**src/rtl/ts_win_pkg.sv**
```systemverilog
package ts_win_pkg;

    // Field widths of the slot programming
    localparam int unsigned TS_SLOT_W  = 6;
    localparam int unsigned TS_SHIFT_W = 3;
    localparam int unsigned TS_LEN_W   = 8;
    localparam int unsigned TS_NUM_DIR = 2;
    localparam int unsigned TS_RX      = 0;
    localparam int unsigned TS_TX      = 1;

    // Derived widths: start spans slot+shift, last bit needs one extra bit
    localparam int unsigned TS_START_W = TS_SLOT_W + TS_SHIFT_W;
    localparam int unsigned TS_POS_W   =
        ((TS_START_W > TS_LEN_W) ? TS_START_W : TS_LEN_W) + 1;

    typedef logic [TS_POS_W-1:0] ts_pos_t;

    // Parked counter value: above any reachable last bit, so no window matches
    localparam ts_pos_t TS_POS_IDLE = '1;

    typedef struct packed {
        logic [TS_SLOT_W-1:0]  slot;
        logic [TS_SHIFT_W-1:0] shift;
        logic [TS_LEN_W-1:0]   len_m1;
    } ts_cfg_t;

    function automatic ts_pos_t ts_first_bit(input ts_cfg_t c);
        return ts_pos_t'({c.slot, c.shift});
    endfunction

    function automatic ts_pos_t ts_last_bit(input ts_cfg_t c);
        return ts_first_bit(c) + ts_pos_t'(c.len_m1);
    endfunction

endpackage

```
**src/rtl/ts_bit_counter.sv**
```systemverilog
module ts_bit_counter
    import ts_win_pkg::*;
(
    input  logic    clk,
    input  logic    rst,
    input  logic    frame_sync,
    output ts_pos_t bit_pos
);

    ts_pos_t cnt_q;

    // The sync bit is bit 0 in its own cycle, with no register delay
    assign bit_pos = frame_sync ? '0 : cnt_q;

    always_ff @(posedge clk) begin
        if (rst) begin
            cnt_q <= TS_POS_IDLE;
        end else if (bit_pos != TS_POS_IDLE) begin
            cnt_q <= bit_pos + 1'b1;
        end
    end

endmodule

```
**src/rtl/ts_window.sv**
```systemverilog
module ts_window
    import ts_win_pkg::*;
(
    input  ts_pos_t bit_pos,
    input  ts_cfg_t cfg,
    output logic    active
);

    ts_pos_t first_bit;
    ts_pos_t last_bit;

    always_comb begin
        first_bit = ts_first_bit(cfg);
        last_bit  = ts_last_bit(cfg);
        active    = (bit_pos >= first_bit) && (bit_pos <= last_bit);
    end

endmodule

```
**src/rtl/ts_tx_gate.sv**
```systemverilog
module ts_tx_gate (
    input  logic tx_window,
    input  logic clr_to_send,
    output logic tx_bit_en,
    output logic tx_clk_gate_n
);

    always_comb begin
        tx_clk_gate_n = ~tx_window;
        tx_bit_en     = tx_window & clr_to_send;
    end

endmodule

```
**src/rtl/ts_slot_window_gen.sv**
```systemverilog
module ts_slot_window_gen
    import ts_win_pkg::*;
(
    input  logic       clk,
    input  logic       rst,
    input  logic       frame_sync,
    input  logic [5:0] rx_slot_num,
    input  logic [2:0] rx_bit_shift,
    input  logic [7:0] rx_len_m1,
    input  logic [5:0] tx_slot_num,
    input  logic [2:0] tx_bit_shift,
    input  logic [7:0] tx_len_m1,
    input  logic       clr_to_send,
    output logic       rx_bit_en,
    output logic       tx_bit_en,
    output logic       tx_clk_gate_n
);

    ts_pos_t                bit_pos;
    ts_cfg_t                dir_cfg [TS_NUM_DIR];
    logic [TS_NUM_DIR-1:0]  dir_win;

    assign dir_cfg[TS_RX] = '{slot: rx_slot_num, shift: rx_bit_shift, len_m1: rx_len_m1};
    assign dir_cfg[TS_TX] = '{slot: tx_slot_num, shift: tx_bit_shift, len_m1: tx_len_m1};

    ts_bit_counter u_cnt (
        .clk        (clk),
        .rst        (rst),
        .frame_sync (frame_sync),
        .bit_pos    (bit_pos)
    );

    for (genvar d = 0; d < TS_NUM_DIR; d++) begin : g_dir
        ts_window u_win (
            .bit_pos (bit_pos),
            .cfg     (dir_cfg[d]),
            .active  (dir_win[d])
        );
    end

    assign rx_bit_en = dir_win[TS_RX];

    ts_tx_gate u_txg (
        .tx_window     (dir_win[TS_TX]),
        .clr_to_send   (clr_to_send),
        .tx_bit_en     (tx_bit_en),
        .tx_clk_gate_n (tx_clk_gate_n)
    );

endmodule

```
**config.mk**
```make
export PLATFORM = sky130hd
export DESIGN_NAME = ts_slot_window_gen
export DESIGN_NICKNAME = d
export VERILOG_FILES = /design/src/rtl/ts_win_pkg.sv /design/src/rtl/ts_bit_counter.sv /design/src/rtl/ts_window.sv /design/src/rtl/ts_tx_gate.sv /design/src/rtl/ts_slot_window_gen.sv
export SDC_FILE = /design/constraint.sdc
export NUM_CORES = 1
export LEC_CHECK = 0
export BUFFER_PORTS_ARGS = -buffer_cell sky130_fd_sc_hd__buf_2
export CORE_ASPECT_RATIO = 1.75
export CORE_UTILIZATION = 45
export CTS_CLUSTER_SIZE = 20
export DETAILED_ROUTE_END_ITERATION = 8
export PLACE_DENSITY = 0.67
export SLEW_MARGIN = 20
export SYNTH_ARGS = -nofsm -noshare
export SYNTH_HDL_FRONTEND = slang
export SYNTH_HIERARCHICAL = 1
export SYNTH_SLANG_ARGS = --single-unit
```
**constraint.sdc**
```tcl
create_clock -name clk -period 3.4 [get_ports clk]
set_clock_uncertainty 0.05 [all_clocks]
set_input_delay 0.51 -clock clk [delete_from_list [all_inputs] [get_ports clk]]
set_output_delay 0.51 -clock clk [all_outputs]
set_load 0.005 [all_outputs]
```
* Word level (Yosys, flattened, before mapping) *
Index checks and enable logic that the tools add are counted.

storage, ports and cells
  output and inout bits = 3
  input port bits = 38
  word-level logic and storage cells = 14
  register bits = 10

cells by class
  magnitude comparators = 4
  mux-type cells = 1
  bitwise logic cells = 2
  $add $sub $neg = 3
  equality and inequality tests = 1
  reductions and logical operators = 2

operators by type and width
  operator                                       count
  adder 9 x 8 -> 10 bit                          2
  >= comparator 10 x 9 -> 1 bit                  2
  <= comparator 10 bit                           2
  adder 10 x 1 -> 10 bit, second input constant  1
  2-to-1 mux 10 bit                              1
  inequality test 10 bit, second input constant  1
  logical AND 1 bit                              2
  AND 1 bit                                      1
  NOT 1 bit                                      1

* Logic depth before layout (Yosys ltp) *
Gate-level depths: netlist of the first run.

  depth after elaboration = 4
  gate-level depth with buffers = 15
  mapped depth without buffers = 15

* Cells and area by module *
Netlist of the first run, hierarchy kept.

modules (own cells, without submodules)
  module                      area each (um^2)  seq. area each (um^2)  cells an instance  instances
  ts_window (g_dir[1].u_win)  788.3             0.0                    97                 1
  ts_window (g_dir[0].u_win)  782.0             0.0                    96                 1
  ts_bit_counter              563.0             200.2                  62                 1
  ts_tx_gate                  10.0              0.0                    2                  1

* Least setup slack after synthesis of the first run *
Ideal clock, no wire load.

  kind = input port to output port
  start = in tx_len_m1[0]
  end = out tx_bit_en
  path buffers = 0
  stages on the path = 15
  data required time = 2.840 ns
  arrival = 2.607 ns
  setup slack = 0.233 ns
  cells stage by stage = ha_1 inv_1 fa_1 inv_1 a21oi_1 o221ai_1 o211ai_1 xnor2_1 ha_1 nand2_1 nor2_1 a211oi_1 o21ai_0 a22oi_1 and2_1

between the ends
  cells in the longest elaborated chain, start to end = 4

RTL lines
  item                   line                      text
  start, declared        ts_slot_window_gen.sv:12  input logic [7:0] tx_len_m1,
  adder 9 x 8 -> 10 bit  ts_win_pkg.sv:32          return ts_first_bit(c) + ts_pos_t'(c.len_m1);
  <= comparator 10 bit   ts_window.sv:15           active = (bit_pos >= first_bit) && (bit_pos <= last_bit);
  logical AND 1 bit      ts_window.sv:15
  via dir_win[1]         ts_slot_window_gen.sv:21  logic [TS_NUM_DIR-1:0] dir_win;
  AND 1 bit              ts_tx_gate.sv:10          tx_bit_en = tx_window & clr_to_send;
  end, declared          ts_slot_window_gen.sv:15  output logic tx_bit_en,

The timed path passes the listed nets, and every way through them passes these cells.

* Worst setup path in the final report of the first run *
  start = in tx_bit_shift[0]
  end = out tx_bit_en

between the ends
  cells in the longest elaborated chain, start to end = 4
  elaborated cells on any way between the ends = 5
  classes of those cells = add/sub: 1; order compare: 2; bitwise: 1; reduce/logical: 1

RTL lines
  item                   line                      text
  start, declared        ts_slot_window_gen.sv:11  input logic [2:0] tx_bit_shift,
  adder 9 x 8 -> 10 bit  ts_win_pkg.sv:32
  <= comparator 10 bit   ts_window.sv:15
  logical AND 1 bit *    ts_window.sv:15
  via dir_win[1]         ts_slot_window_gen.sv:21
  AND 1 bit *            ts_tx_gate.sv:10

The timed path passes the listed nets; every way through them passes the cells marked *.

==> results.cfg, run 1 <==
[grt]
grt_overflow_total = 0
pin_count_of_the_biggest_net_entering_global_routing = 18
grt_pass1_vias = 2006
grt_pass1_wl_um = 8620
antenna_found_initial = 0
grt_usage = 0.229

[place]
routabilityCongestion = 0.786
portBuffers = 40
placed_cells = 365
hpwl_um = 4380

[power_and_ir_drop]
power-per-cell-area_nw_per_um2 = 268
power.ir.vdd_worst_v = 0.000240
report.power.total_uw = 746
power.leakage_uw = 0.00142

[layout]
insertedDiodeCount = 0
drive_above_1_share = 0.320
synthToLayoutAreaGrowth_pct = 29.8
fillCellCount = 419
layout.area.seq_um2 = 200
final-instance-count-excl-fill = 373
largestRegisters = u_cnt/cnt_q (10)
finish.utilization = 0.620
max_flop_register = u_cnt/cnt_q
multi_input_gate_area_um2 = 1930
largest_register_ff_count = 10
finalNetCount = 419

[synthesis]
synth-seq-cells = 10
netlist_top_cells_area = sky130_fd_sc_hd__ha_1, sky130_fd_sc_hd__dfxtp_1, sky130_fd_sc_hd__inv_1
synthTopCellsByCount = sky130_fd_sc_hd__ha_1, sky130_fd_sc_hd__inv_1, sky130_fd_sc_hd__nand2_1
synthDominantAreaCellType = sky130_fd_sc_hd__ha_1
ys_dominant_reg_cell = sky130_fd_sc_hd__dfxtp_1
yosys.area_share.xor_xnor = 0.0858
synthAdderAreaFrac = 0.340
seq_area_frac_synth = 0.0934
synth_mux_area_frac = 0
synth.most_common_cell = sky130_fd_sc_hd__ha_1
syn-cell-area_um2 = 2140
synth.avg_cell_area_um2 = 8.34
synth.lib_cells_used.distinct = 46
synthesis.yosys.warnings = 6
async_reset_ff_frac = 0
synth_compound_gate_area_share = 0.225
synthSimpleGateAreaFrac = 0.194
postSynthNetCount = 352
main_combinational_cell_family_by_area_after_synthesis = adder cells
synth_top_area_frac = 0.321
syn_inst = 257
number_of_synthesized_flops_with_an_enable_pin = 0

[sta]
tightestPinTransition_ns = 0.584
slew_headroom = 0.610
maxSlewViolCount = 0
fmaxAchievable_mhz = 295
post_layout_min_period_ns = 3.39
report.final.setup_viol = 0
layout_worst_path_cycle_share = 0.997
finalHoldViolCount = 0
finalHoldWorstSlack_ns = 0.511
grt_setup_unrepaired = true

[die]
die-area_um2 = 5050
die_height_um = 93.3
core-area_um2 = 4480
ios = 41
die_wd_um = 54.2
initial_utilization = 0.478
placementRows = 32

[clock_network]
cts_num_sinks = 10
clk_latency_ns = 0.23
clock-root-buffer = sky130_fd_sc_hd__clkbuf_8
number_of_clock_buffers_inserted_by_tritoncts = 3
cts.clk_slew.worst_paths_ns = 0.04
htreeDepth = 1
clock_path_buffers = 2
clock_tree_from_tritoncts = yes

[setup_path]
worst_ep_required_time_ns = 2.84
critical_path_end_type = output port
signal_arrival_time_at_the_worst_endpoint_ns = 2.83
timing.critical_path.mode_cell = sky130_fd_sc_hd__buf_4
cp_cell_sequence = buf_8 > ha_4 > buf_6 > a21o_1 > a21oi_4 > o21ai_2 > buf_4 > xnor2_1 > ha_1 > nand4_1 > buf_4 > nor2_1 > nand3_1 > a22oi_2 > and2_1 > buf_2
worst_setup_path_start_kind = input pin
worst-path-max-fanout = 3
critical-path-slowest-cell = sky130_fd_sc_hd__ha_1
max_stage_delay_ns = 0.30
critPathKind = input pin to output port

[route]
vias = 2120
first_iter_violations = 28
postRouteWirelength_um = 5490
drt-vias-per-instance = 5.68
route.detailed.drc = 0
avgRoutedWirePerCell_um = 14.7
final_antenna_net_count = 0
drt_first_pass_iters = 4

[job]
cap_violations = 0

[outcome]
outcome = completed

[min_path]
hold_class = flop to flop
through the flow:
stage | TNS, ns | setup slack (ns) | cell area, um2
final | 0 | 0.0113 | 2780
after global routing | -0.225 | -0.110 | 2780
after CTS | -0.0197 | -0.0197 | 2670
after detailed placement | -0.365 | -0.180 | 2540
after global placement | -0.319 | -0.165 | 2540
after floorplan | 0 | 0.233 | 2140
worst paths after layout:
| kind | cells after the start | start | end | slack, ns |
|---|---|---|---|---|
| hold / removal | 2 | u_cnt/cnt_q[1] | u_cnt/cnt_q[1] | 0.51 |
| hold reg to reg | 2 | u_cnt/cnt_q[1] | u_cnt/cnt_q[1] | 0.51 |
| setup / recovery | 16 | tx_bit_shift[0] | tx_bit_en | 0.01 |
| setup reg to reg | 6 | u_cnt/cnt_q[1] | u_cnt/cnt_q[4] | 1.39 |
layout make-up:
cell class / count / share of cell area
Inverter: 34 / 0.0459
Timing Repair Buffer: 63 / 0.150
Sequential cell: 10 / 0.0720
Clock buffer: 3 / 0.0148
Tap cell: 51 / 0.0229
Multi-Input combinational cell: 212 / 0.695
report_power, final:
| part | total, uW | internal, uW | switching (uW) |
|---|---|---|---|
| Sequential | 141 | 129 | 11.9 |
| Combinational | 485 | 236 | 249 |
| Clock | 120 | 77.2 | 42.6 |
critical path: cells and delay by family:
| family | cells | cell delay [ns] |
|---|---|---|
| AOI/OAI and AO/OA | 4 | 0.68 |
| buffers and inverters | 5 | 0.58 |
| and+or+nand+nor | 4 | 0.47 |
| adders and majority gates | 2 | 0.45 |
| xor gates and xnor gates | 1 | 0.12 |
placed cells by master, fill, tap and decap left out, types with 3 or more instances in the layout:
| cell type | n |
|---|---|
| sky130_fd_sc_hd__a31oi_1 | 3 |
| sky130_fd_sc_hd__a21oi_4 | 4 |
| sky130_fd_sc_hd__nand3_1 | 6 |
| sky130_fd_sc_hd__nor3_1 | 5 |
| sky130_fd_sc_hd__buf_6 | 5 |
| sky130_fd_sc_hd__buf_2 | 36 |
| sky130_fd_sc_hd__inv_1 | 32 |
| sky130_fd_sc_hd__a21oi_1 | 7 |
| sky130_fd_sc_hd__nand2_1 | 16 |
| sky130_fd_sc_hd__dfxtp_1 | 10 |
| sky130_fd_sc_hd__buf_4 | 20 |
| sky130_fd_sc_hd__xor2_1 | 10 |
| sky130_fd_sc_hd__nand4_1 | 6 |
| sky130_fd_sc_hd__clkbuf_8 | 3 |
| sky130_fd_sc_hd__o211ai_1 | 3 |
| sky130_fd_sc_hd__a211oi_1 | 6 |
| sky130_fd_sc_hd__a211oi_2 | 4 |
| sky130_fd_sc_hd__o21ai_1 | 6 |
| sky130_fd_sc_hd__a21o_1 | 10 |
| sky130_fd_sc_hd__xnor2_1 | 9 |
| sky130_fd_sc_hd__o31ai_1 | 4 |
| sky130_fd_sc_hd__nand2b_1 | 4 |
| sky130_fd_sc_hd__ha_1 | 51 |
| sky130_fd_sc_hd__nor2b_1 | 8 |
| sky130_fd_sc_hd__a21oi_2 | 6 |
| sky130_fd_sc_hd__and3_1 | 3 |
| sky130_fd_sc_hd__nor2_1 | 6 |
| sky130_fd_sc_hd__ha_4 | 4 |
| sky130_fd_sc_hd__o21ai_0 | 3 |
routing by layer:
layer	up-vias	global-route usage	share of wire
met3	14	0.00650	0.018
met5	-	0	0
met2	44	0.434	0.57
met4	0	0.0962	0.036
li1	1065	-	-
met1	997	0.244	0.38
logic make-up (layout without fill, tap and decap cells):
logic type / count (synthesis) / after routing
simple gates: 69 / 69
compound gates: 65 / 65
fa+ha+maj: 57 / 57
buf+inv: 35 / 100
xor+xnor: 21 / 21
flops: 10 / 10
what timing repair did:
action,in CTS,in global routing
pin swaps,27,24
endpoints found under the hold margin,0,0
buffers inserted,4,1
resized for setup,17,17
endpoints found under the setup margin,3,3
hold buffers,0,0
No activity file was read; power rests on OpenSTA's default activity.
==> run 2: changes to the inputs <==
--- a/config.mk
+++ b/config.mk
@@ -6,11 +6,14 @@
 export NUM_CORES = 1
 export LEC_CHECK = 0
 export BUFFER_PORTS_ARGS = -buffer_cell sky130_fd_sc_hd__buf_2
+export CELL_PAD_IN_SITES_DETAIL_PLACEMENT = 1
+export CELL_PAD_IN_SITES_GLOBAL_PLACEMENT = 2
 export CORE_ASPECT_RATIO = 1.75
-export CORE_UTILIZATION = 45
+export CORE_UTILIZATION = 34
+export CTS_BUF_LIST = sky130_fd_sc_hd__clkbuf_4
 export CTS_CLUSTER_SIZE = 20
 export DETAILED_ROUTE_END_ITERATION = 8
-export PLACE_DENSITY = 0.67
+export PLACE_DENSITY_LB_ADDON = 0.1
 export SLEW_MARGIN = 20
 export SYNTH_ARGS = -nofsm -noshare
 export SYNTH_HDL_FRONTEND = slang
==> results.cfg, run 2 (synthesized netlist as in run 1, its figures left out) <==
[power_and_ir_drop]
comb_power_share = 0.717
power.leakage_uw = 0.00152
power.share.sequential = 0.183
power-per-cell-area_nw_per_um2 = 256
swShare = 0.424
pwr-share-clk = 0.100
power.ir.vdd_worst_v = 0.000197
power.switching_uw = 328
report.power.total_uw = 773
intPower_uw = 445

[grt]
pin_count_of_the_biggest_net_entering_global_routing = 18
grt_pass1_wl_um = 10400
grt_pass1_vias = 2369
antenna_found_initial = 0
grt_usage = 0.213
grt_overflow_total = 0

[place]
place_worst_setup_slack_ns = -0.326
routabilityCongestion = 0.745
placement.cell_area_um2 = 2760
hpwl_um = 5690
placed_cells = 417
portBuffers = 40

[setup_path]
cp-endpoint = rx_bit_en
worst-r2r-setup-slack_ns = 1.39
critical_path.startpoint = rx_bit_shift[0]
critical_path_buf_inv_count = 5
timing.critical_path.mode_cell = sky130_fd_sc_hd__buf_4
rr_endpoint = u_cnt/cnt_q[3]
crit_family = compound AO/OA/AOI/OAI gates
signal_arrival_time_at_the_worst_endpoint_ns = 2.82
critical_path_end_type = output port
max_stage_delay_ns = 0.32
critical-path-slowest-cell = sky130_fd_sc_hd__ha_1
cp_cell_sequence = buf_6 > ha_4 > buf_4 > a21o_1 > a21oi_4 > o21ai_2 > buf_4 > xnor2_2 > ha_1 > nand4_1 > buf_4 > nor2_1 > nand3_1 > a22oi_2 > buf_2
worstRegToRegCells = 7
worst_ep_required_time_ns = 2.84
worst-path-max-fanout = 3
r2r_start = u_cnt/cnt_q[1]
critical_path_cell_count = 15
worst_setup_path_start_kind = input pin
critPathKind = input pin to output port

[layout]
insertedDiodeCount = 0
synthToLayoutAreaGrowth_pct = 41.1
max_flop_register = u_cnt/cnt_q
drive_above_1_share = 0.395
final-instance-count-excl-fill = 422
largestRegisters = u_cnt/cnt_q (10)
post-route-cell-area_um2 = 3020
layout.area.seq_um2 = 200
largest_register_ff_count = 10
finalNetCount = 441
leading_cell_type_in_the_layout_fill_and_taps_excluded = sky130_fd_sc_hd__ha_1
fillCellCount = 724
multi_input_gate_area_um2 = 1990
most_frequent_cells_in_the_layout = sky130_fd_sc_hd__ha_1, sky130_fd_sc_hd__buf_4, sky130_fd_sc_hd__buf_2, sky130_fd_sc_hd__inv_1, sky130_fd_sc_hd__nand2_1

[sta]
layout_worst_path_cycle_share = 0.993
slew_headroom = 0.763
maxSlewViolCount = 0
post_layout_min_period_ns = 3.38
final.setup.tns_ns = 0
fmaxAchievable_mhz = 296
report.final.setup_viol = 0
grt_setup_unrepaired = true
tightestPinTransition_ns = 0.353
finalHoldViolCount = 0
fin_ws_ns = 0.0226

[clock_network]
clk_latency_ns = 0.25
cts-hold-fix-buffers = 0
number_of_clock_buffers_inserted_by_tritoncts = 3
clock-root-buffer = sky130_fd_sc_hd__clkbuf_4
cts.clk_slew.worst_paths_ns = 0.06
cts_num_sinks = 10
clock_path_buffers = 2
clock_tree_from_tritoncts = yes
htreeDepth = 1

[die]
ios = 41
initial_utilization = 0.359
die-area_um2 = 6640
die_height_um = 107
die_wd_um = 62.0
placementRows = 37
core-area_um2 = 5970

[route]
final_antenna_net_count = 0
wl_met3_um = 109
top_layer = met4
vias = 2202
detail_route.wirelength.met1_um = 2350
drt_first_pass_iters = 3
drt-vias-per-instance = 5.22
first_iter_violations = 37
postRouteWirelength_um = 6720
avgRoutedWirePerCell_um = 15.9
routed-wl-met2_um = 4130
route.detailed.drc = 0

[outcome]
outcome = completed

[min_path]
hold_class = flop to flop

[job]
cap_violations = 0
run 2: power groups by stage:
stage          clock network, uW  registers (uW)  logic, uW
6_report                    77.6             141        554
5_1_grt                     89.6             143        615
4_1_cts                     81.4             141        528
3_5_place_dp                   0             144        495
3_3_place_gp                   0             144        483
2_1_floorplan                  0             139        302
run 2: stage by stage:
step,hold slack (ns),util
floorplan,0.468,-
global placement,0.504,0.462
detailed placement,0.522,0.462
CTS,0.532,0.489
global route,0.553,0.506
finish,0.526,0.506
run 2: metal layers:
metal / up-vias / global-route usage
met4: 0 / 0.0540
met1: 1055 / 0.197
met5: - / 0
met3: 10 / 0.0121
li1: 1104 / -
met2: 33 / 0.450
run 2: how the worst min path moves through the flow:
| stage | start | end | slack, ns | cells past startpoint |
|---|---|---|---|---|
| finish | u_cnt/cnt_q[1] | u_cnt/cnt_q[1] | 0.53 | 2 |
| global route | rst | u_cnt/cnt_q[5] | 0.55 | 3 |
| CTS | u_cnt/cnt_q[1] | u_cnt/cnt_q[1] | 0.53 | 2 |
| detailed placement | u_cnt/cnt_q[1] | u_cnt/cnt_q[1] | 0.52 | 2 |
| global placement | u_cnt/cnt_q[1] | u_cnt/cnt_q[1] | 0.50 | 2 |
| floorplan | u_cnt/cnt_q[1] | u_cnt/cnt_q[1] | 0.47 | 2 |
run 2: repair_timing:
action                     4_1_cts  5_1_grt
setup endpoints to repair        3        3
gates resized for setup         30       19
setup buffers                    2        1
gates cloned                     0        0
pin swaps                       40       18
run 2: area by class of cell:
cell class / count / share of cell area
flip-flops and latches: 10 / 0.0662
repair buffers: 85 / 0.194
well taps: 78 / 0.0323
clock buffers: 3 / 0.00745
multi-input cells: 212 / 0.658
inverters: 34 / 0.0422
run 2: worst register-to-register path: cells and delay by family, from the launching register on:
family                   cells  cell delay, ns
AO/OA/AOI/OAI                1            0.10
adder cells (fa/ha/maj)      1            0.22
buffers and inverters        1            0.19
flip-flops                   1            0.40
AND/OR/NAND/NOR              4            0.99
==> run 3: changes to the inputs <==
==> constraint.sdc (replaced) <==
create_clock -name clk -period 3.7 [get_ports clk]
set_clock_uncertainty 0.05 [all_clocks]
set_input_delay 0.555 -clock clk [delete_from_list [all_inputs] [get_ports clk]]
set_output_delay 0.555 -clock clk [all_outputs]
set_load 0.005 [all_outputs]
==> results.cfg, run 3 (synthesized netlist as in run 1, its figures left out) <==
[sta]
layout_worst_path_cycle_share = 0.966
report.final.setup_viol = 0
finalHoldViolCount = 0
grt_setup_unrepaired = true
fin_ws_ns = 0.124
tightestPinTransition_ns = 0.537
maxSlewViolCount = 0
slew_headroom = 0.642
post_layout_min_period_ns = 3.58
fmaxAchievable_mhz = 280

[grt]
grt_pass1_wl_um = 9600
grt_pass1_vias = 2186
grt_usage = 0.195
pin_count_of_the_biggest_net_entering_global_routing = 18
antenna_found_initial = 0
grt_overflow_total = 0

[die]
die-area_um2 = 6640
die_wd_um = 62.0
initial_utilization = 0.359
ios = 41
core-area_um2 = 5970
placementRows = 37
die_height_um = 107

[clock_network]
clk_latency_ns = 0.26
clock-root-buffer = sky130_fd_sc_hd__clkbuf_4
number_of_clock_buffers_inserted_by_tritoncts = 3
clock_path_buffers = 2
cts-hold-fix-buffers = 0
cts_num_sinks = 10
cts.clk_slew.worst_paths_ns = 0.06
clock_tree_from_tritoncts = yes
htreeDepth = 1

[setup_path]
critPathKind = input pin to output port
r2r_start = u_cnt/cnt_q[1]
worst_ep_required_time_ns = 3.09
worst_setup_path_start_kind = input pin
critical_path.startpoint = rx_len_m1[0]
worst-path-max-fanout = 3
critical_path_end_type = output port
signal_arrival_time_at_the_worst_endpoint_ns = 2.97

[route]
drt_first_pass_iters = 4
route.detailed.drc = 0
first_iter_violations = 25
postRouteWirelength_um = 6090
avgRoutedWirePerCell_um = 15.6
vias = 2087
final_antenna_net_count = 0
drt-vias-per-instance = 5.35

[layout]
drive_above_1_share = 0.282
leading_cell_type_in_the_layout_fill_and_taps_excluded = sky130_fd_sc_hd__ha_1
largest_register_ff_count = 10
most_frequent_cells_in_the_layout = sky130_fd_sc_hd__ha_1, sky130_fd_sc_hd__buf_2, sky130_fd_sc_hd__inv_1, sky130_fd_sc_hd__nand2_1, sky130_fd_sc_hd__buf_4
insertedDiodeCount = 0
largestRegisters = u_cnt/cnt_q (10)
finalNetCount = 409
max_flop_register = u_cnt/cnt_q
synthToLayoutAreaGrowth_pct = 23.5
post-route-cell-area_um2 = 2650

[place]
place_worst_setup_slack_ns = -0.207
portBuffers = 40
placement.cell_area_um2 = 2510
routabilityCongestion = 0.734
hpwl_um = 5340

[power_and_ir_drop]
power-per-cell-area_nw_per_um2 = 236
power.leakage_uw = 0.00135
power.ir.vdd_worst_v = 0.000156

[min_path]
hold_class = flop to flop
min_from = u_cnt/cnt_q[1]

[outcome]
outcome = completed

[job]
cap_violations = 0
==> run 3: changes by cell type in the layout (fill, tap and decap cells not counted), moves of 3 or more <==
| cell | delta |
|---|---|
| sky130_fd_sc_hd__buf_4 | -30 |
| sky130_fd_sc_hd__buf_6 | -6 |
| sky130_fd_sc_hd__ha_1 | +5 |
| sky130_fd_sc_hd__buf_2 | +4 |
| sky130_fd_sc_hd__a21oi_1 | +3 |
| sky130_fd_sc_hd__a21oi_2 | -3 |
| sky130_fd_sc_hd__ha_4 | -3 |
==> run 3: what timing repair did <==
action	CTS	global route
gates cloned	0	0
pin swaps	3	15
setup endpoints to repair	3	3
resized for setup	3	19
buffers inserted	0	3
==> run 3: final cells by class <==
type                            instances  area, um2
Fill cell                             749       3330
Clock buffer                            3       22.5
Tap cell                               78       97.6
Inverter                               34        128
Sequential cell                        10        200
Multi-Input combinational cell        212       1880
Timing Repair Buffer                   53        314
==> run 3: stage by stage <==
stage               total power, uW  utilization  instances  setup TNS, ns  hold slack (ns)
global route                    691        0.443        390        -0.0210            0.567
floorplan                       406            -        257              0            0.468
detailed placement              533        0.420        384         -0.347            0.515
global placement                525        0.420        384         -0.329            0.495
CTS                             614        0.426        387              0            0.524
finish                          625        0.443        390              0            0.519
==> run 3: path summary, 6_finish.rpt <==
check	depth (start not counted)	slack (ns)	endpoint
max	15	0.12	rx_bit_en
min	2	0.52	u_cnt/cnt_q[1]
max reg2reg	6	1.62	u_cnt/cnt_q[4]
min reg2reg	2	0.52	u_cnt/cnt_q[1]
==> run 3: critical path, stage by stage <==
cell and delay (ns):
sky130_fd_sc_hd__buf_2 0.10, sky130_fd_sc_hd__ha_1 0.20, sky130_fd_sc_hd__buf_4 0.13, sky130_fd_sc_hd__a21o_1 0.17, sky130_fd_sc_hd__a21oi_4 0.21, sky130_fd_sc_hd__o21ai_2 0.09, sky130_fd_sc_hd__a31oi_2 0.21, sky130_fd_sc_hd__xnor2_1 0.16
sky130_fd_sc_hd__ha_1 0.28, sky130_fd_sc_hd__a21oi_1 0.19, sky130_fd_sc_hd__nor2_1 0.08, sky130_fd_sc_hd__a211oi_2 0.20, sky130_fd_sc_hd__o21ai_1 0.10, sky130_fd_sc_hd__a22oi_2 0.16, sky130_fd_sc_hd__buf_2 0.13
==> run 3: power breakdown <==
part / internal (uW) / leakage (uW) / switching [uW] / total, uW
clock: 37.5 / 0.0000138 / 35.3 / 72.8
sequential: 118 / 0.0000839 / 11.3 / 129
combinational: 197 / 0.00125 / 227 / 423
==> run 3: per-layer routing <==
layer  vias up  wire length, um  part of all wire  track usage
met1      1000             2190              0.36        0.181
li1       1046                -                 -            -
met3        10               84             0.014      0.00844
met2        31             3690              0.61        0.407
met4         0              130             0.021       0.0619
met5         -                0                 0            0
